$ cat config.mk
export PLATFORM = sky130hd
export DESIGN_NAME = xlink_phase_monitor
export DESIGN_NICKNAME = d
export VERILOG_FILES = /design/src/rtl/phmon_pkg.sv /design/src/rtl/phmon_rst_sync.sv /design/src/rtl/phmon_interval_timer.sv /design/src/rtl/phmon_sat_counter.sv /design/src/rtl/phmon_decide.sv /design/src/rtl/xlink_phase_monitor.sv
export SDC_FILE = /design/constraint.sdc
export NUM_CORES = 1
export LEC_CHECK = 0
export CORE_UTILIZATION = 60
export CTS_CLUSTER_DIAMETER = 100
export DETAILED_ROUTE_END_ITERATION = 10
export PLACE_DENSITY_LB_ADDON = 0.15
export RECOVER_POWER = 100
export SYNTH_ARGS = -nofsm -noshare
export SYNTH_HDL_FRONTEND = slang
export SYNTH_SLANG_ARGS = --single-unit
$ cat constraint.sdc
create_clock -name clk_i -period 1.65 [get_ports clk_i]
set_clock_uncertainty 0.1 [all_clocks]
set_input_delay 0.4125 -clock clk_i [delete_from_list [all_inputs] [get_ports clk_i]]
set_output_delay 0.4125 -clock clk_i [all_outputs]
set_load 0.02 [all_outputs]
$ cat src/rtl/phmon_pkg.sv
package phmon_pkg;
  typedef enum logic {
    LINK_NARROW = 1'b0,
    LINK_WIDE   = 1'b1
  } link_mode_e;

  localparam int unsigned NUM_SRC    = 2;
  localparam int unsigned SRC_LOCAL  = 0;
  localparam int unsigned SRC_REMOTE = 1;
endpackage

$ cat src/rtl/phmon_rst_sync.sv
module phmon_rst_sync (
  input  logic clk_i,
  input  logic rst_ni,
  output logic rst_no
);
  logic [1:0] sync_q;

  always_ff @(posedge clk_i or negedge rst_ni) begin
    if (!rst_ni) sync_q <= 2'b00;
    else         sync_q <= {sync_q[0], 1'b1};
  end

  assign rst_no = sync_q[1];
endmodule

$ cat src/rtl/phmon_interval_timer.sv
module phmon_interval_timer #(
  parameter int unsigned INTERVAL_CYC = 5000
) (
  input  logic clk_i,
  input  logic rst_ni,
  input  logic restart_i,
  output logic last_o
);
  localparam int unsigned TW = (INTERVAL_CYC > 1) ? $clog2(INTERVAL_CYC) : 1;
  localparam logic [TW-1:0] LAST_VAL = TW'(INTERVAL_CYC - 1);

  logic [TW-1:0] tmr_q, tmr_d;
  logic          at_last;

  always_comb begin
    at_last = (tmr_q == LAST_VAL);
    if (restart_i || at_last) tmr_d = '0;
    else                      tmr_d = tmr_q + 1'b1;
  end

  always_ff @(posedge clk_i or negedge rst_ni) begin
    if (!rst_ni) tmr_q <= '0;
    else         tmr_q <= tmr_d;
  end

  assign last_o = at_last && !restart_i;
endmodule

$ cat src/rtl/phmon_sat_counter.sv
module phmon_sat_counter #(
  parameter int unsigned CNT_W = 13
) (
  input  logic             clk_i,
  input  logic             rst_ni,
  input  logic             inc_i,
  input  logic             clr_i,
  output logic [CNT_W-1:0] tally_o
);
  localparam logic [CNT_W-1:0] CEIL = {CNT_W{1'b1}};

  logic [CNT_W-1:0] cnt_q, cnt_d, sum;
  logic             at_ceil, upd_en;

  always_comb begin
    at_ceil = (cnt_q == CEIL);
    sum     = at_ceil ? cnt_q : cnt_q + CNT_W'(inc_i);
    upd_en  = clr_i || (inc_i && !at_ceil);
    cnt_d   = clr_i ? '0 : sum;
  end

  always_ff @(posedge clk_i or negedge rst_ni) begin
    if (!rst_ni)     cnt_q <= '0;
    else if (upd_en) cnt_q <= cnt_d;
  end

  // Total including the current cycle's pulse, used for the boundary decision
  assign tally_o = sum;
endmodule

$ cat src/rtl/phmon_decide.sv
module phmon_decide
  import phmon_pkg::*;
#(
  parameter int unsigned CNT_W = 13
) (
  input  logic             clk_i,
  input  logic             rst_ni,
  input  logic             eval_i,
  input  link_mode_e       mode_i,
  input  logic [CNT_W-1:0] local_i,
  input  logic [CNT_W-1:0] remote_i,
  output logic             req_o,
  output logic             to_wide_o
);
  logic want_wide, want_narrow, fire;
  logic req_q, dir_q;

  always_comb begin
    want_wide   = (mode_i == LINK_NARROW) && (remote_i > local_i);
    want_narrow = (mode_i == LINK_WIDE)   && (local_i > remote_i);
    fire        = eval_i && (want_wide || want_narrow);
  end

  always_ff @(posedge clk_i or negedge rst_ni) begin
    if (!rst_ni) req_q <= 1'b0;
    else         req_q <= fire;
  end

  always_ff @(posedge clk_i or negedge rst_ni) begin
    if (!rst_ni)   dir_q <= 1'b0;
    else if (fire) dir_q <= want_wide;
  end

  assign req_o     = req_q;
  assign to_wide_o = dir_q;
endmodule

$ cat src/rtl/xlink_phase_monitor.sv
module xlink_phase_monitor
  import phmon_pkg::*;
#(
  parameter int unsigned CLK_HZ       = 50_000_000,
  parameter int unsigned INTERVAL_CYC = CLK_HZ / 10_000,
  parameter int unsigned CNT_W        = $clog2(INTERVAL_CYC + 1)
) (
  input  logic clk_i,
  input  logic rst_ni,
  input  logic local_hit_i,
  input  logic remote_hit_i,
  input  logic mode_wide_i,
  input  logic agent_busy_i,
  output logic switch_req_o,
  output logic to_wide_o
);
  logic                 rst_n_s;
  logic                 boundary;
  logic                 clr_all;
  logic [NUM_SRC-1:0]   hit_vec;
  logic [CNT_W-1:0]     tally [NUM_SRC];

  phmon_rst_sync u_rst (
    .clk_i  (clk_i),
    .rst_ni (rst_ni),
    .rst_no (rst_n_s)
  );

  phmon_interval_timer #(.INTERVAL_CYC(INTERVAL_CYC)) u_timer (
    .clk_i     (clk_i),
    .rst_ni    (rst_n_s),
    .restart_i (agent_busy_i),
    .last_o    (boundary)
  );

  assign clr_all             = boundary || agent_busy_i;
  assign hit_vec[SRC_LOCAL]  = local_hit_i;
  assign hit_vec[SRC_REMOTE] = remote_hit_i;

  for (genvar s = 0; s < NUM_SRC; s++) begin : g_src
    phmon_sat_counter #(.CNT_W(CNT_W)) u_cnt (
      .clk_i   (clk_i),
      .rst_ni  (rst_n_s),
      .inc_i   (hit_vec[s]),
      .clr_i   (clr_all),
      .tally_o (tally[s])
    );
  end

  phmon_decide #(.CNT_W(CNT_W)) u_decide (
    .clk_i     (clk_i),
    .rst_ni    (rst_n_s),
    .eval_i    (boundary),
    .mode_i    (link_mode_e'(mode_wide_i)),
    .local_i   (tally[SRC_LOCAL]),
    .remote_i  (tally[SRC_REMOTE]),
    .req_o     (switch_req_o),
    .to_wide_o (to_wide_o)
  );
endmodule

==> results.yml, run 1 <==
yosys:
  yosys-top-cells-count: "dfrtp_1, nor2_1, xor2_1"
  synth_compound_area_frac: 0.0883
  async_flop_share: 1.00
  synth-seq-cells: 43
  yosys_warnings: 0
  synth_ff_type: "dfrtp_1"
  yosysUniqueCellTypes: 52
  synth_top_family_by_area: "simple AND/OR/NAND/NOR gates"
  synth.top_cell.area_share: 0.380
  avgSynthCellArea_um2: 9.11
  synthAdderAreaFrac: 0.0839
  synth_xor_area_frac: 0.145
  syn_inst: 311
  ys_top_cells_by_area: "dfrtp_1, xor2_1, ha_1"
  yosysSeqAreaShare: 0.380
  synthesis.area_um2: 2830
  yosys.area_share.simple: 0.263
  synth_edf_count: 0
  synth_fp_nets: 336
  yosysTopAreaCell: "dfrtp_1"
  muxShareOfSynthArea: 0.0115
status:
  run_status: "did not finish"
  error_line: "[ERROR DPL-0038] Utilization greater than 100%, impossible to legalize"
  stop_stage: "5_1_grt"
floorplanning:
  die_w_um: 70.7
  fp.dieH_um: 70.7
  rows: 24
  io_pins: 8
  initial_core_util: 0.637
clock_network:
  h-tree-depth: 2
  cts_root_buf: "clkbuf_8"
  clk_path_buf_depth: 2
  cts_buffers: 5
  cts_sinks: 43
placement:
  portBuffers: 7
  gp_congestion: 0.899
  dp_hpwl_um: 5560
global_routing:
  grt_start_max_net_pins: 42
## cells by family after synthesis
| logic type | count (synthesis) |
|---|---|
| simple gates | 144 |
| xor+xnor | 47 |
| flops | 43 |
| compound gates | 37 |
| fa+ha+maj | 19 |
| buf+inv | 17 |
| mux | 3 |
| other cells | 1 |
## stage by stage
stage / setup slack [ns] / cells / setup TNS, ns / area, um^2 / utilization
3_5_place_dp: -1.85 / 447 / -14.74 / 3700 / 0.832
2_1_floorplan: -1.40 / 311 / -5.44 / 2960 / -
4_1_cts: -1.47 / 472 / -7.54 / 4140 / 0.932
3_3_place_gp: -1.67 / 447 / -13.14 / 3700 / 0.832
## what timing repair did
action                     4_1_cts
resized for setup               58
gates cloned                     0
pin swaps                       29
hold buffers                     0
buffers inserted                17
setup endpoints to repair       39
==> run 2: changes to the inputs <==
--- a/config.mk
+++ b/config.mk
@@ -5,8 +5,7 @@
 export SDC_FILE = /design/constraint.sdc
 export NUM_CORES = 1
 export LEC_CHECK = 0
-export CORE_UTILIZATION = 60
-export CTS_CLUSTER_DIAMETER = 100
+export CORE_UTILIZATION = 40
 export DETAILED_ROUTE_END_ITERATION = 10
 export PLACE_DENSITY_LB_ADDON = 0.15
 export RECOVER_POWER = 100
==> results.yml, run 2 <==
status:
  run_status: "finished, violations left"
  violations: "setup timing"
clock_network:
  tritoncts: "yes"
  clkTransAtPathRegs_ns: 0.10
  h-tree-depth: 2
  insertion_delay_ns: 0.31
  cts_root_buf: "clkbuf_8"
  clk_path_buf_depth: 2
  cts_sinks: 43
  cts_buffers: 5
sta:
  worst_pin_slew_ns: 0.584
  slew_headroom: 0.611
  fin_crit_sh: 1.88
  rsz0062_at_grt: "true"
  max_freq_mhz: 323
  tns_ns: -6.59
  setup-violations-final: 27
  finalHoldViolations: 0
  setup_ws_ns: -1.45
  drv_slew: 0
  period_minus_slack_ns: 3.10
  holdWs_ns: 0.144
routing:
  wirelength_um: 7430
  ant_nets: 0
  vias: 2647
  first_pass_iters: 4
  wl_per_cell_um: 14.5
  drc: 0
  vias_per_cell: 5.17
  drt_iter0_drc: 87
placement:
  dp_hpwl_um: 5440
  gp_congestion: 0.877
  place_inst: 490
  place_ws_ns: -1.77
  portBuffers: 7
  dpl-instance-area_um2: 3730
power:
  power_leakage_nw: 1.85
  total_power_mw: 2.20
  power_density_nw_per_um2: 533
  irDropWorstVdd_uv: 372
yosys:
  synth_ff_type: "dfrtp_1"
  avgSynthCellArea_um2: 9.11
  yosysUniqueCellTypes: 52
  synth.top_cell.area_share: 0.380
  synthesis.area_um2: 2830
  synth-seq-cells: 43
  yosys-top-cells-count: "dfrtp_1, nor2_1, xor2_1"
  yosysTopAreaCell: "dfrtp_1"
  synth_top_family_by_area: "simple AND/OR/NAND/NOR gates"
  synth_compound_area_frac: 0.0883
  synth_fp_nets: 336
  ys_top_cells_by_area: "dfrtp_1, xor2_1, ha_1"
  yosys_warnings: 0
  yosys.area_share.simple: 0.263
  syn_inst: 311
  yosysSeqAreaShare: 0.380
  async_flop_share: 1.00
  synthAdderAreaFrac: 0.0839
  synth_edf_count: 0
  synth_xor_area_frac: 0.145
  muxShareOfSynthArea: 0.0115
floorplanning:
  coreArea_um2: 6830
  dieArea_um2: 7420
  rows: 30
  fp.dieH_um: 86.2
  initial_core_util: 0.415
  die_w_um: 86.2
  io_pins: 8
worst_setup_path:
  critical_path_class: "flip-flop to flip-flop"
  critical_path.max_stage_delay_ns: 0.56
  path_buf_inv: 0
  cp-end-kind: "flip-flop"
  critPathTopFamily: "simple AND/OR/NAND/NOR gates"
  path_cells: "nand2_1, or4_4, or2_4, and3_4, xnor2_2, ha_1, nand3_1, o21bai_1, a311oi_2, a2111o_1, mux2_2"
  worst_path_max_delay_cell: "or4_4"
  worstPathRequired_ns: 1.75
  crit_arrival_ns: 3.19
  setup.worst_path.start_class: "flip-flop"
  critical_path_peak_fanout: 5
finish:
  most-common-layout-cells: "buf_4, nor2_1, dfrtp_1, xor2_1, nand2_1"
  syn_to_final_growth_pct: 45.6
  n_antenna_cell: 0
  final_util: 0.604
  design_area_um2: 4120
  largest_reg_flops: 26
  regMostFlops: "g_src.u_cnt.cnt_q"
  drive_above_1_share: 0.370
  mostFrequentLayoutCell: "buf_4"
  reg_top3: "g_src.u_cnt.cnt_q: 26 flops, u_timer.tmr_q: 13 flops, u_rst.sync_q: 2 flops"
  nNetsFinal: 440
  final_cells: 512
global_routing:
  grt_pass1_wl_um: 12600
  first_global_vias: 2685
  grt_start_max_net_pins: 21
  antenna_found_initial: 0
  grt.total_usage: 0.217
  grt_overflow: 0
worst_hold_path:
  hold_class: "flip-flop to async pin"
flow_run:
  timing.max_cap.violations: 0
[run 2: kinds of logic after synthesis]
group	after synthesis
fa+ha+maj	19
buf+inv	17
compound gates	37
simple gates	144
other cells	1
mux	3
xor+xnor	47
flops	43
[run 2: final cells by class]
| class | instances | area [um^2] |
|---|---|---|
| Clock buffer | 5 | 68.8 |
| Multi-Input combinational cell | 251 | 1930 |
| Timing Repair Buffer | 109 | 858 |
| Sequential cell | 43 | 1080 |
| Tap cell | 96 | 120 |
| Inverter | 5 | 18.8 |
| Clock inverter | 3 | 47.5 |
| Fill cell | 629 | 2710 |
[run 2: routing by layer]
layer	share of wire	GRT usage	vias to the layer above
li1	-	-	1314
met1	0.46	0.285	1288
met2	0.49	0.363	31
met3	0.025	0.0318	14
met4	0.027	0.0818	0
met5	0	0	-
[run 2: worst paths after layout]
kind,startpoint,end,slack (ns),cells past startpoint
worst max-delay path,g_src[1].u_cnt.cnt_q[0],u_decide.req_o,-1.45,11
worst min-delay path,u_rst.sync_q[1],u_timer.tmr_q[8],0.14,0
worst max register to register,g_src[1].u_cnt.cnt_q[0],u_decide.req_o,-1.45,11
worst min register to register,u_rst.sync_q[1],u_timer.tmr_q[8],0.14,0
max in group asynchronous,u_rst.sync_q[1],g_src[0].u_cnt.cnt_q[10],0.39,1
min in group clk_i,u_rst.sync_q[0],u_rst.sync_q[1],0.27,0
[run 2: what timing repair did]
| item | 4_1_cts | 5_1_grt |
|---|---|---|
| resized for setup | 30 | 15 |
| pin swaps | 9 | 16 |
| hold buffers | 0 | 0 |
| buffers inserted | 10 | 5 |
| setup endpoints to repair | 42 | 30 |
| gates cloned | 0 | 0 |
[run 2: where the power goes]
group	switching, mW	internal, mW
Combinational	0.127	0.115
Clock	0.410	0.459
Sequential	0.0181	1.07
Total	0.555	1.64
Power figures use the tool's default switching activity.
==> run 3: changes to the inputs <==
--- a/config.mk
+++ b/config.mk
@@ -5,8 +5,10 @@
 export SDC_FILE = /design/constraint.sdc
 export NUM_CORES = 1
 export LEC_CHECK = 0
+export ABC_AREA = 1
 export CORE_UTILIZATION = 40
 export DETAILED_ROUTE_END_ITERATION = 10
+export GPL_ROUTABILITY_DRIVEN = 0
 export PLACE_DENSITY_LB_ADDON = 0.15
 export RECOVER_POWER = 100
 export SYNTH_ARGS = -nofsm -noshare
==> results.yml, run 3 <==
clock_network:
  cts_buffers: 5
  h-tree-depth: 2
  tritoncts: "yes"
  hold_buffers: 0
  cts_root_buf: "clkbuf_8"
  clkTransAtPathRegs_ns: 0.08
  clk_path_buf_depth: 2
  cts_sinks: 43
  insertion_delay_ns: 0.30
power:
  total_power_mw: 2.10
  combPwrFrac: 0.159
  irDropWorstVdd_uv: 372
  power_leakage_nw: 2.51
  power_density_nw_per_um2: 443
  intPower_mw: 1.53
  pwr-share-seq: 0.514
  swShare: 0.271
  switchingPower_mw: 0.568
  clockPowerShare: 0.327
placement:
  dpl-instance-area_um2: 3950
  dp_hpwl_um: 5690
  place_inst: 627
  place_ws_ns: -1.23
  portBuffers: 7
finish:
  nNetsFinal: 589
  regMostFlops: "g_src.u_cnt.cnt_q"
  mostFrequentLayoutCell: "nand2_1"
  most-common-layout-cells: "nand2_1, buf_4, inv_1, dfrtp_1"
  reg_top3: "g_src.u_cnt.cnt_q: 26 flops, u_timer.tmr_q: 13 flops, u_rst.sync_q: 2 flops"
  final_cells: 664
  largest_reg_flops: 26
  design_area_um2: 4730
  drive_above_1_share: 0.419
  syn_to_final_growth_pct: 55.5
  num-fill-cells: 623
  n_antenna_cell: 0
status:
  violations: "setup timing"
  run_status: "finished, violations left"
worst_setup_path:
  critical_path_peak_fanout: 7
  critPathTopFamily: "simple AND/OR/NAND/NOR gates"
  path_buf_inv: 4
  crit_path_frequent_cell: "nand2_1"
  worst_path_max_delay_cell: "dfrtp_1"
  critical_path.max_stage_delay_ns: 0.41
  path_cells: "nand2_4, nor2_1, nand4_1, buf_6, nand2_1, inv_1, ha_1, nand2_2, inv_1, nand2_1, nand2_1, a21oi_2, nand2_1, nand2_1, inv_1, a21oi_2"
  crit_arrival_ns: 2.56
  critical_path_class: "flip-flop to flip-flop"
  cp-end-kind: "flip-flop"
  setup.worst_path.start_class: "flip-flop"
  worstPathRequired_ns: 1.78
sta:
  setup_ws_ns: -0.782
  fin_crit_sh: 1.47
  max_freq_mhz: 411
  worst_pin_slew_ns: 1.09
  finalHoldViolations: 0
  drv_slew: 0
  rsz0062_at_grt: "true"
  period_minus_slack_ns: 2.43
  slew_headroom: 0.276
  setup-violations-final: 32
  tns_ns: -5.58
floorplanning:
  fp.dieH_um: 89.2
  initial_core_util: 0.417
  dieArea_um2: 7960
  rows: 31
  io_pins: 8
  coreArea_um2: 7290
  die_w_um: 89.2
yosys:
  avgSynthCellArea_um2: 6.99
  yosys_warnings: 0
  synth.top_cell.area_share: 0.354
  synthesis.area_um2: 3040
  yosysTopAreaCell: "dfrtp_1"
  yosys-top-cells-count: "nand2_1, inv_1, dfrtp_1"
  yosysUniqueCellTypes: 31
  async_flop_share: 1.00
  synth_fp_nets: 460
  synth-seq-cells: 43
  ys_top_cells_by_area: "dfrtp_1, nand2_1, ha_1"
  synth_edf_count: 0
  synth_ff_type: "dfrtp_1"
  synth.most_common_cell: "nand2_1"
  syn_inst: 435
  yosysSeqAreaShare: 0.354
global_routing:
  grt_start_max_net_pins: 42
  grt.total_usage: 0.215
  grt_overflow: 0
  grt_pass1_wl_um: 13200
  first_global_vias: 2880
  antenna_found_initial: 0
routing:
  drc: 0
  ant_nets: 0
  drt_iter0_drc: 183
  vias_per_cell: 4.80
  wl_per_cell_um: 13.0
  vias: 3188
  first_pass_iters: 4
  wirelength_um: 8600
worst_hold_path:
  hold_class: "primary input to async pin"
flow_run:
  timing.max_cap.violations: 0
## run 3: changes by cell type after synthesis, moves of 6 or more
cell	delta
nand4_1	-7
nand2_1	+139
nand3_1	+17
xnor2_1	-16
and3_1	-6
inv_1	+46
clkbuf_1	-8
xor2_1	-17
## run 3: per-layer routing
| layer | vias up | global-route usage | share of wire |
|---|---|---|---|
| met5 | - | 0 | 0 |
| met1 | 1494 | 0.296 | 0.46 |
| met4 | 0 | 0.0606 | 0.024 |
| li1 | 1623 | - | - |
| met2 | 54 | 0.355 | 0.49 |
| met3 | 17 | 0.0295 | 0.023 |
## run 3: path summary, 6_finish.rpt
path	cells past startpoint	startpoint	slack, ns	end
min reg2reg	0	u_rst.sync_q[0]	0.26	u_rst.sync_q[1]
max	16	g_src[1].u_cnt.cnt_q[3]	-0.78	u_decide.to_wide_o
min	1	rst_ni	0.24	u_rst.sync_q[0]
max in group asynchronous	1	u_rst.sync_q[1]	0.29	g_src[1].u_cnt.cnt_q[6]
min in group clk_i	0	u_rst.sync_q[0]	0.26	u_rst.sync_q[1]
max reg2reg	16	g_src[1].u_cnt.cnt_q[3]	-0.78	u_decide.to_wide_o
## run 3: area by class of cell
type                    instances  area (um^2)  share of cell area
repair buffers                129         1110               0.234
multi-input cells             330         2110               0.446
clock buffers                   6         72.6              0.0153
inverters                      55          221              0.0468
clock inverters                 2         12.5             0.00265
flip-flops and latches         43         1080               0.229
well taps                      99          124              0.0262
## run 3: kinds of logic (layout without fill, tap and decap cells)
logic type / Yosys count / after routing / share of synthesized area
simple gates: 273 / 273 / 0.393
buf+inv: 62 / 192 / 0.0897
flops: 43 / 43 / 0.354
compound gates: 23 / 23 / 0.0440
fa+ha+maj: 19 / 19 / 0.0782
xor+xnor: 14 / 14 / 0.0403
other cells: 1 / 1 / 0.00123
## run 3: power groups by stage
| stage | clock (mW) | sequential (mW) | combinational (mW) |
|---|---|---|---|
| 6_report | 0.685 | 1.08 | 0.334 |
| 3_3_place_gp | 0 | 1.10 | 0.256 |
| 4_1_cts | 0.709 | 1.08 | 0.284 |
| 3_5_place_dp | 0 | 1.10 | 0.260 |
| 2_1_floorplan | 0 | 1.11 | 0.121 |
| 5_1_grt | 0.737 | 1.08 | 0.368 |
## run 3: repair_timing
action | 4_1_cts | 5_1_grt
cloned | 0 | 1
buffers inserted | 20 | 11
pin swaps | 33 | 52
endpoints found under the hold margin | 0 | 0
setup endpoints to repair | 32 | 38
resized for setup | 62 | 73
## run 3: per-stage QoR
stage	hold WS, ns	util
after global placement	0.146	0.541
after floorplan	0.0169	-
after detailed placement	0.150	0.541
after global routing	0.234	0.649
final	0.239	0.649
after CTS	0.156	0.602
